<file path="src/rtl/unlock_pkg.sv">
package unlock_pkg;
  localparam int KEY_LEN = 4;

  typedef enum logic [2:0] {
    ST_IDLE = 3'd0,
    ST_K1   = 3'd1,
    ST_K2   = 3'd2,
    ST_K3   = 3'd3,
    ST_ARM  = 3'd4
  } step_t;

  function automatic logic [7:0] key_byte(input logic [1:0] idx);
    case (idx)
      2'd0:    key_byte = 8'h55;
      2'd1:    key_byte = 8'hAA;
      2'd2:    key_byte = 8'hFF;
      default: key_byte = 8'h00;
    endcase
  endfunction
endpackage

</file>
<file path="src/rtl/unlock_key_matcher.sv">
module unlock_key_matcher
  import unlock_pkg::*;
#(
  parameter int ADDR_W = 16,
  parameter int DATA_W = 8,
  parameter logic [ADDR_W-1:0] KEY_ADDR = 16'hC0FF
) (
  input  logic              clk,
  input  logic              rst,
  input  logic [ADDR_W-1:0] bus_addr,
  input  logic [DATA_W-1:0] bus_data,
  input  logic              bus_wr,
  output logic              cmd_valid,
  output logic [DATA_W-1:0] cmd_data
);
  step_t step_q, step_d;
  logic  key_hit;
  logic  byte_ok;
  logic  byte_restart;

  assign key_hit      = bus_wr && (bus_addr == KEY_ADDR);
  assign byte_ok      = (bus_data[7:0] == key_byte(step_q[1:0]));
  assign byte_restart = (bus_data[7:0] == key_byte(2'd0));

  always_comb begin
    step_d = step_q;
    if (key_hit) begin
      if (step_q == ST_ARM)
        step_d = ST_IDLE;
      else if (byte_ok)
        step_d = step_t'(step_q + 3'd1);
      else if (byte_restart)
        step_d = ST_K1;
      else
        step_d = ST_IDLE;
    end
  end

  always_ff @(posedge clk) begin
    if (rst) step_q <= ST_IDLE;
    else     step_q <= step_d;
  end

  assign cmd_valid = key_hit && (step_q == ST_ARM);
  assign cmd_data  = bus_data;

  // nothing but a key-address write moves the matcher
  a_r7_stray_stable: assert property (@(posedge clk) disable iff (rst)
    !key_hit |=> $stable(step_q));

  // a wrong non-restart byte sends the matcher back to the start
  a_r5_wrong_to_idle: assert property (@(posedge clk) disable iff (rst)
    (key_hit && step_q != ST_ARM && !byte_ok && !byte_restart) |=> step_q == ST_IDLE);

  // a wrong 0x55 counts as the first key byte
  a_r6_restart_k1: assert property (@(posedge clk) disable iff (rst)
    (key_hit && step_q != ST_ARM && !byte_ok && byte_restart) |=> step_q == ST_K1);

  // the command byte ends the sequence
  a_r9_cmd_consumed: assert property (@(posedge clk) disable iff (rst)
    cmd_valid |=> step_q == ST_IDLE);
endmodule

</file>
<file path="src/rtl/unlock_window_reg.sv">
module unlock_window_reg #(
  parameter int DATA_W = 8,
  parameter int BASE_W = 8
) (
  input  logic              clk,
  input  logic              rst,
  input  logic              cmd_valid,
  input  logic [DATA_W-1:0] cmd_data,
  output logic              visible,
  output logic [BASE_W-1:0] base
);
  logic cmd_show;

  assign cmd_show = (cmd_data[BASE_W-1:0] != '0);

  always_ff @(posedge clk) begin
    if (rst) begin
      visible <= 1'b0;
      base    <= '0;
    end else if (cmd_valid) begin
      visible <= cmd_show;
      if (cmd_show) base <= cmd_data[BASE_W-1:0];
    end
  end

  // a zero command hides the bank
  a_r4_hide: assert property (@(posedge clk) disable iff (rst)
    (cmd_valid && !cmd_show) |=> !visible);

  // a nonzero command shows the bank at that page
  a_r2_show: assert property (@(posedge clk) disable iff (rst)
    (cmd_valid && cmd_show) |=> (visible && base == $past(cmd_data[BASE_W-1:0])));

  // without a command the window holds
  a_r9_hold: assert property (@(posedge clk) disable iff (rst)
    !cmd_valid |=> ($stable(visible) && $stable(base)));
endmodule

</file>
<file path="src/rtl/unlock_page_decode.sv">
module unlock_page_decode #(
  parameter int ADDR_W = 16,
  parameter int BASE_W = 8,
  parameter logic [ADDR_W-1:0] KEY_ADDR = 16'hC0FF
) (
  input  logic              clk,
  input  logic              rst,
  input  logic [ADDR_W-1:0] bus_addr,
  input  logic              visible,
  input  logic [BASE_W-1:0] base,
  output logic              reg_sel
);
  logic page_hit;
  logic key_access;

  assign page_hit   = (bus_addr[ADDR_W-1 -: BASE_W] == base);
  assign key_access = (bus_addr == KEY_ADDR);

  always_ff @(posedge clk) begin
    if (rst) reg_sel <= 1'b0;
    else     reg_sel <= visible && page_hit && !key_access;
  end

  // a hidden bank is never selected
  a_r4_no_sel_hidden: assert property (@(posedge clk) disable iff (rst)
    !visible |=> !reg_sel);

  // the key address is never routed to the bank
  a_r8_key_no_sel: assert property (@(posedge clk) disable iff (rst)
    key_access |=> !reg_sel);
endmodule

</file>
<file path="src/rtl/hidden_window_unlock.sv">
module hidden_window_unlock #(
  parameter int ADDR_W = 16,
  parameter int DATA_W = 8,
  parameter int PAGE_W = 8,
  parameter logic [ADDR_W-1:0] KEY_ADDR = 16'hC0FF
) (
  input  logic                     clk,
  input  logic                     rst,
  input  logic [ADDR_W-1:0]        bus_addr,
  input  logic [DATA_W-1:0]        bus_data,
  input  logic                     bus_wr,
  output logic                     reg_sel,
  output logic                     win_visible,
  output logic [ADDR_W-PAGE_W-1:0] win_base
);
  localparam int BASE_W = ADDR_W - PAGE_W;

  logic              cmd_valid;
  logic [DATA_W-1:0] cmd_data;

  unlock_key_matcher #(
    .ADDR_W(ADDR_W), .DATA_W(DATA_W), .KEY_ADDR(KEY_ADDR)
  ) u_match (
    .clk(clk), .rst(rst), .bus_addr(bus_addr), .bus_data(bus_data),
    .bus_wr(bus_wr), .cmd_valid(cmd_valid), .cmd_data(cmd_data)
  );

  unlock_window_reg #(
    .DATA_W(DATA_W), .BASE_W(BASE_W)
  ) u_win (
    .clk(clk), .rst(rst), .cmd_valid(cmd_valid), .cmd_data(cmd_data),
    .visible(win_visible), .base(win_base)
  );

  unlock_page_decode #(
    .ADDR_W(ADDR_W), .BASE_W(BASE_W), .KEY_ADDR(KEY_ADDR)
  ) u_dec (
    .clk(clk), .rst(rst), .bus_addr(bus_addr), .visible(win_visible),
    .base(win_base), .reg_sel(reg_sel)
  );

  // hidden straight out of reset
  a_r1_hidden_at_reset: assert property (@(posedge clk) disable iff (rst)
    $past(rst) |-> (!win_visible && !reg_sel));
endmodule

</file>
<file path="config.mk">
export PLATFORM = sky130hd
export DESIGN_NAME = hidden_window_unlock
export DESIGN_NICKNAME = d
export VERILOG_FILES = /design/src/rtl/unlock_pkg.sv /design/src/rtl/unlock_key_matcher.sv /design/src/rtl/unlock_window_reg.sv /design/src/rtl/unlock_page_decode.sv /design/src/rtl/hidden_window_unlock.sv
export SDC_FILE = /design/constraint.sdc
export NUM_CORES = 1
export LEC_CHECK = 0
export ABC_AREA = 1
export BUFFER_PORTS_ARGS = -buffer_cell sky130_fd_sc_hd__buf_2
export CAP_MARGIN = 20
export CELL_PAD_IN_SITES_DETAIL_PLACEMENT = 0
export CELL_PAD_IN_SITES_GLOBAL_PLACEMENT = 2
export CORE_MARGIN = 3
export CORE_UTILIZATION = 24
export CTS_BUF_LIST = sky130_fd_sc_hd__clkbuf_4 sky130_fd_sc_hd__clkbuf_8 sky130_fd_sc_hd__clkbuf_16
export DETAILED_ROUTE_END_ITERATION = 8
export PLACE_DENSITY = 0.9
export SYNTH_ARGS = -nofsm -noshare
export SYNTH_HDL_FRONTEND = slang
export SYNTH_SLANG_ARGS = --single-unit
</file>
<file path="constraint.sdc">
create_clock -name clk -period 2.7 [get_ports clk]
set_clock_uncertainty 0.2 [all_clocks]
set_input_delay 0.81 -clock clk [delete_from_list [all_inputs] [get_ports clk]]
set_output_delay 0.81 -clock clk [all_outputs]
set_load 0.02 [all_outputs]
</file>
==> results of run 1 <==
## power by group through the flow
stage	combinational (mW)	sequential [mW]	clock, mW
final	0.0467	0.191	0.129
after floorplan	0.0167	0.196	0
after global placement	0.0466	0.196	0
after detailed placement	0.0467	0.196	0
after global routing	0.0535	0.192	0.146
after CTS	0.0470	0.192	0.138
## worst register-to-register path, stage by stage, from the launching register on
cell and delay [ns]:
dfxtp_1 0.38, inv_1 0.09, ha_1 0.31, nand2_1 0.06, nor2_1 0.08, nand2_1 0.05
nand2_1 0.07, nand2_1 0.07, o21ai_0 0.14, nand2_1 0.10, a21oi_1 0.12
## cell families after synthesis
logic type / after synthesis / share of synthesized area (%)
adder cells (fa/ha/maj): 2 / 2.98
AO/OA/AOI/OAI: 18 / 12.4
flip-flops: 13 / 31.0
buffers and inverters: 20 / 9.84
AND/OR/NAND/NOR: 88 / 43.8
## routing by layer
layer	share of wire (%)	GRT usage (%)	wire (µm)
met1	46	14.5	1100
met2	46	20.1	1100
met3	7.2	3.08	170
met4	0	2.33	0
met5	0	0	0
## state kept, by name, indices dropped and copies added (netlist names)
signal          flops
u_win.visible       1
u_dec.reg_sel       1
u_win.base          8
u_match.step_q      3
## final cells by class
cell class | instances | area share [%]
well taps | 44 | 5.03
flip-flops and latches | 13 | 23.8
repair buffers | 36 | 16.5
clock buffers | 4 | 2.75
multi-input cells | 108 | 45.4
inverters | 19 | 6.52
## through the flow
step	util (%)	instance area, µm²	power [mW]	setup slack, ns
2_1_floorplan	-	840	0.213	0.841
3_3_place_gp	33.2	1060	0.243	0.545
3_5_place_dp	33.2	1060	0.243	0.516
4_1_cts	34.1	1090	0.377	0.798
5_1_grt	34.1	1090	0.391	0.629
6_report	34.1	1090	0.367	0.802
## worst min path at each step
stage / slack, ns / endpoint
2_1_floorplan: 0.24 / u_match.step_q[2]
3_3_place_gp: 0.26 / u_match.step_q[2]
3_5_place_dp: 0.26 / u_match.step_q[2]
4_1_cts: 0.28 / u_match.step_q[2]
5_1_grt: 0.32 / u_match.step_q[2]
6_report: 0.28 / u_match.step_q[2]
## layout by cell type (no fill, tap or decap), drive strengths merged
cell type,netlist,final
a211oi,2,2
a21oi,6,6
a221oi,1,1
buf,1,36
clkbuf,0,4
dfxtp,13,13
ha,2,2
inv,19,19
nand2,44,44
nand3,6,6
nand3b,2,2
nand4,2,2
nor2,33,33
nor3,1,1
o211ai,1,1
o21ai,6,6
o22ai,2,2
==> metrics.yaml, run 1 <==
status:
  status: "finished, final reports clean"
critical_path:
  required_ns: 2.67
  reg2reg_from: "u_match.step_q[0]"
  worstPathArrival_ns: 1.87
  max_stage_delay_ns: 0.28
  cp-start-kind: "input port"
  endpoint_kind: "register"
  ff2ff_setup_slack_ns: 0.96
  crit_fanout: 14
  slowest_stage: "nand4_2"
  worstSetupEndpoint: "u_win.base[6]"
  crit_type: "input port to register"
  critPathMostFrequentCell: "nor2_1"
  r2r_cells: 10
  path_cells: "buf_2, inv_1, nand2_1, nor2_1, nand2_1, nor2_2, nand4_2, nor2_1, nor2_1"
  crit_start: "bus_addr[12]"
  path_depth: 9
  path_delay_family: "simple AND/OR/NAND/NOR gates"
  r2r_end: "u_match.step_q[2]"
  critPathBufInv: 2
floorplanning:
  num_rows: 20
  dieArea_um2: 4240
  die_w_um: 65.1
  start_util_pct: 26.2
  die_h_um: 65.1
  io_pins: 37
  core_um2: 3200
pwr:
  switching_share_pct: 23.9
  powerDensity_nw_per_um2: 336
  ir_worst_vdd_uv: 120
  p_seq_share_pct: 52.1
  pwr-share-clk_pct: 35.1
  leakage_nw: 0.590
  intPower_mw: 0.279
  p_comb_share_pct: 12.7
  p_sw_mw: 0.0879
grt:
  grt_pass1_wl_um: 3950
  overflow: 0
  track_usage_pct: 11.6
  grt_max_degree: 15
  antenna_found_initial: 0
  grt_pass1_vias: 923
clocking:
  cts.sinks: 13
  clkLatencyLatePin_ns: 0.27
  cts-buffers-inserted: 3
  clkSlewWorstSetupHoldPaths_ns: 0.08
  ctsLongestPathBuffers: 2
  cts_resized: 0
  htreeDepth: 1
  cts_tree: "built"
  post_cts_buffers: 0
  cts_hold_buf: 0
  cts_root_buf: "clkbuf_4"
synth:
  synth_cells: 141
  synth-seq-cells: 13
  postSynthAreaPerCell_um2: 5.95
  synth_edf_count: 0
  syn-num-nets: 170
  yosysMostFrequentCell: "nand2_1"
  yosysUniqueCellTypes: 20
  postSynth.asyncResetShare_pct: 0
  synth-main-ff-cell: "dfxtp_1"
  ys_top_cells_by_count: "nand2_1 (43), nor2_1 (32), inv_1 (19)"
  seq_area_frac_synth_pct: 31.0
  synth.largest_area_cell: "dfxtp_1"
  synth_top_area_share_pct: 31.0
  synth_area_um2: 840
  synth_area_leaders: "dfxtp_1 (31%), nand2_1 (19%), nor2_1 (14%)"
  yosysWarnings: 0
hold_path:
  hp-start: "u_match.step_q[2]"
  hold_path_depth: 2
  hp-class: "register to register"
placement:
  dp.cells: 220
  post-dp-hpwl_um: 2050
  portBuffers: 36
  gp_congestion: 0.791
timing:
  fmax_mhz: 527
  drv_slew: 0
  hold_viol: 0
  setup_viol: 0
  hold-worst-slack_ns: 0.279
  period_needed_ns: 1.90
  finalSetupTns_ns: 0
  slew_headroom_pct: 76.8
  tightest_slew_ns: 0.347
  rsz0062_at_grt: "false"
  period_share_pct: 70.3
route:
  drtPass1Iterations: 4
  via_count: 969
  wire_per_inst_um: 10.6
  viasPerCell: 4.33
  drt-total-wl_um: 2370
  drc_errors: 0
  ant_nets: 0
  drtIter0Drc: 52
finish:
  n_antenna_cell: 0
  multi_input_area_um2: 497
  seq_area_um2: 260
  nNetsFinal: 210
  drive_gt1_share_pct: 24.4
  fillCellCount: 394
  area_delta_synth_final_pct: 30.3
  fin_cells: 224
job:
  maxCapViolations: 0
No activity file was read; power rests on OpenSTA's default activity.
==> run 2: changes to the inputs <==
Settings changed: CORE_UTILIZATION 24 to 20, PLACE_DENSITY 0.9 to 0.81.
Clock period 2.7 ns to 1.6 ns, I/O delays scaled along.
==> metrics.yaml, run 2 (synthesis gave the netlist of run 1 again) <==
status:
  status: "finished, final reports clean"
route:
  drc_errors: 0  # unchanged
  drt-total-wl_um: 2700  # +14%
  viasPerCell: 4.31  # -0.43%
  via_count: 1094  # +13%
  ant_nets: 0  # unchanged
  drtPass1Iterations: 4  # unchanged
  drtIter0Drc: 27  # -48%
  wire_per_inst_um: 10.6  # +0.62%
finish:
  reg_top3: "u_win.base x8, u_match.step_q x3"
  largest_reg_flops: 8  # unchanged
  fillCellCount: 435  # +10%
  layout_common_cells: "nand2_1 (40), buf_2 (36), nor2_1 (31)"
  fin_cells: 254  # +13%
  nNetsFinal: 236  # +12%
  largest_register: "u_win.base"
  utilization_pct: 34.9  # +0.76 points
  area_delta_synth_final_pct: 60.2
  n_antenna_cell: 0  # unchanged
  seq_area_um2: 263  # +0.96%
  multi_input_area_um2: 523  # +5.3%
  final_common_cell: "nand2_1"
  drive_gt1_share_pct: 39.3  # +15 points
timing:
  rsz0062_at_grt: "true"
  tightest_slew_ns: 0.224  # -0.123 ns
  drv_slew: 0  # unchanged
  fmax_mhz: 631
  period_needed_ns: 1.58
  setup_viol: 0  # unchanged
  slew_headroom_pct: 85.1  # +8.3 points
  finalSetupTns_ns: 0  # unchanged
  hold_viol: 0  # unchanged
  hold-worst-slack_ns: 0.264  # -0.0148 ns
  period_share_pct: 99.0
critical_path:
  cp-start-kind: "register"
  critPathBufInv: 1  # -1
  required_ns: 1.58  # -1.09 ns
  max_stage_delay_ns: 0.33  # +0.05 ns
  path_cells: "inv_2, ha_4, nand2_2, nor2_1, nand2_1, nand2_2, nand2_2, o21ai_1, nand2_1, a21oi_1"
  slowest_stage: "dfxtp_2"
  worstPathArrival_ns: 1.56  # -0.31 ns
  endpoint_kind: "register"
  r2r_cells: 10  # unchanged
  crit_fanout: 3  # -11
  critPathMostFrequentCell: "nand2_2"
  path_depth: 10  # +1
  path_delay_family: "simple AND/OR/NAND/NOR gates"
  crit_type: "register to register"
grt:
  track_usage_pct: 10.9  # -0.72 points
  grt_pass1_vias: 1060  # +15%
  overflow: 0  # unchanged
  antenna_found_initial: 0  # unchanged
  grt_max_degree: 11  # -4
  grt_pass1_wl_um: 4490  # +14%
pwr:
  leakage_nw: 0.726  # +23%
  ir_worst_vdd_uv: 294  # +140%
  total_power_mw: 0.746  # +100%
  powerDensity_nw_per_um2: 555  # +65%
clocking:
  clkLatencyLatePin_ns: 0.24  # -0.03 ns
  cts_hold_buf: 0  # unchanged
  htreeDepth: 1  # unchanged
  cts_tree: "built"
  cts_root_buf: "clkbuf_8"
  ctsLongestPathBuffers: 2  # unchanged
  cts.sinks: 13  # unchanged
  clkSlewWorstSetupHoldPaths_ns: 0.06  # -0.02 ns
  cts-buffers-inserted: 3  # unchanged
floorplanning:
  dieArea_um2: 5010  # +18%
  io_pins: 37  # unchanged
  num_rows: 22  # +10%
  start_util_pct: 21.8  # -4.4 points
  core_um2: 3850  # +20%
  die_h_um: 70.8  # +8.7%
  die_w_um: 70.8  # +8.7%
hold_path:
  hp-class: "input port to register"
  hold_path_depth: 2  # unchanged
job:
  maxCapViolations: 0  # unchanged
placement:
  portBuffers: 36  # unchanged
  post-dp-hpwl_um: 2250  # +9.9%
  dp.cells: 248  # +13%
  gp_congestion: 0.795  # +0.53%
[run 2: changes by cell type in the layout (fill, tap and decap cells not counted), sizes merged]
| cell | previous run | this run |
|---|---|---|
| buf | 36 | 62 |
[run 2: timing repair]
item | 4_1_cts | 5_1_grt
setup buffers | 0 | 2
resized for setup | 4 | 9
endpoints found under the setup margin | 3 | 11
pin swaps | 1 | 11
[run 2: final timing paths]
check / slack, ns / end / startpoint
setup / recovery: 0.02 / u_match.step_q[2] / u_match.step_q[0]
hold / removal: 0.26 / u_match.step_q[0] / rst
setup reg to reg: 0.02 / u_match.step_q[2] / u_match.step_q[0]
hold reg to reg: 0.29 / u_match.step_q[2] / u_match.step_q[2]
[run 2: metal layers]
| metal | vias to the layer above | track usage, % | part of all wire [%] |
|---|---|---|---|
| met5 | - | 0 | 0 |
| met2 | 23 | 18.2 | 48 |
| met1 | 495 | 13.5 | 47 |
| met3 | 2 | 2.27 | 4.9 |
| li1 | 574 | - | - |
| met4 | 0 | 4.38 | 0.67 |
[run 2: worst reg2reg max path, cell delays in order (launching register included)]
cell     delay, ns
dfxtp_2       0.33
inv_2         0.05
ha_4          0.27
nand2_2       0.04
nor2_1        0.09
nand2_1       0.07
nand2_2       0.08
nand2_2       0.06
o21ai_1       0.12
nand2_1       0.09
a21oi_1       0.12
[run 2: cell type report]
type                            count  share of cell area [%]
Clock buffer                        4                    3.63
Inverter                           19                    5.30
Multi-Input combinational cell    108                    38.9
Sequential cell                    13                    19.5
Tap cell                           48                    4.47
Timing Repair Buffer               62                    28.2
[run 2: per-stage QoR]
step	cell area, µm²	setup slack (ns)
after floorplan	840	0.0317
after global placement	1250	-0.159
after detailed placement	1250	-0.160
after CTS	1310	0.00160
after global routing	1350	-0.112
final	1350	0.0156
[run 2: power breakdown]
group | internal (mW) | leakage, nW | switching (mW)
clock | 0.193 | 0.0262 | 0.117
combinational | 0.0612 | 0.594 | 0.0514
sequential | 0.324 | 0.106 | 0.000000256
total | 0.578 | 0.726 | 0.169
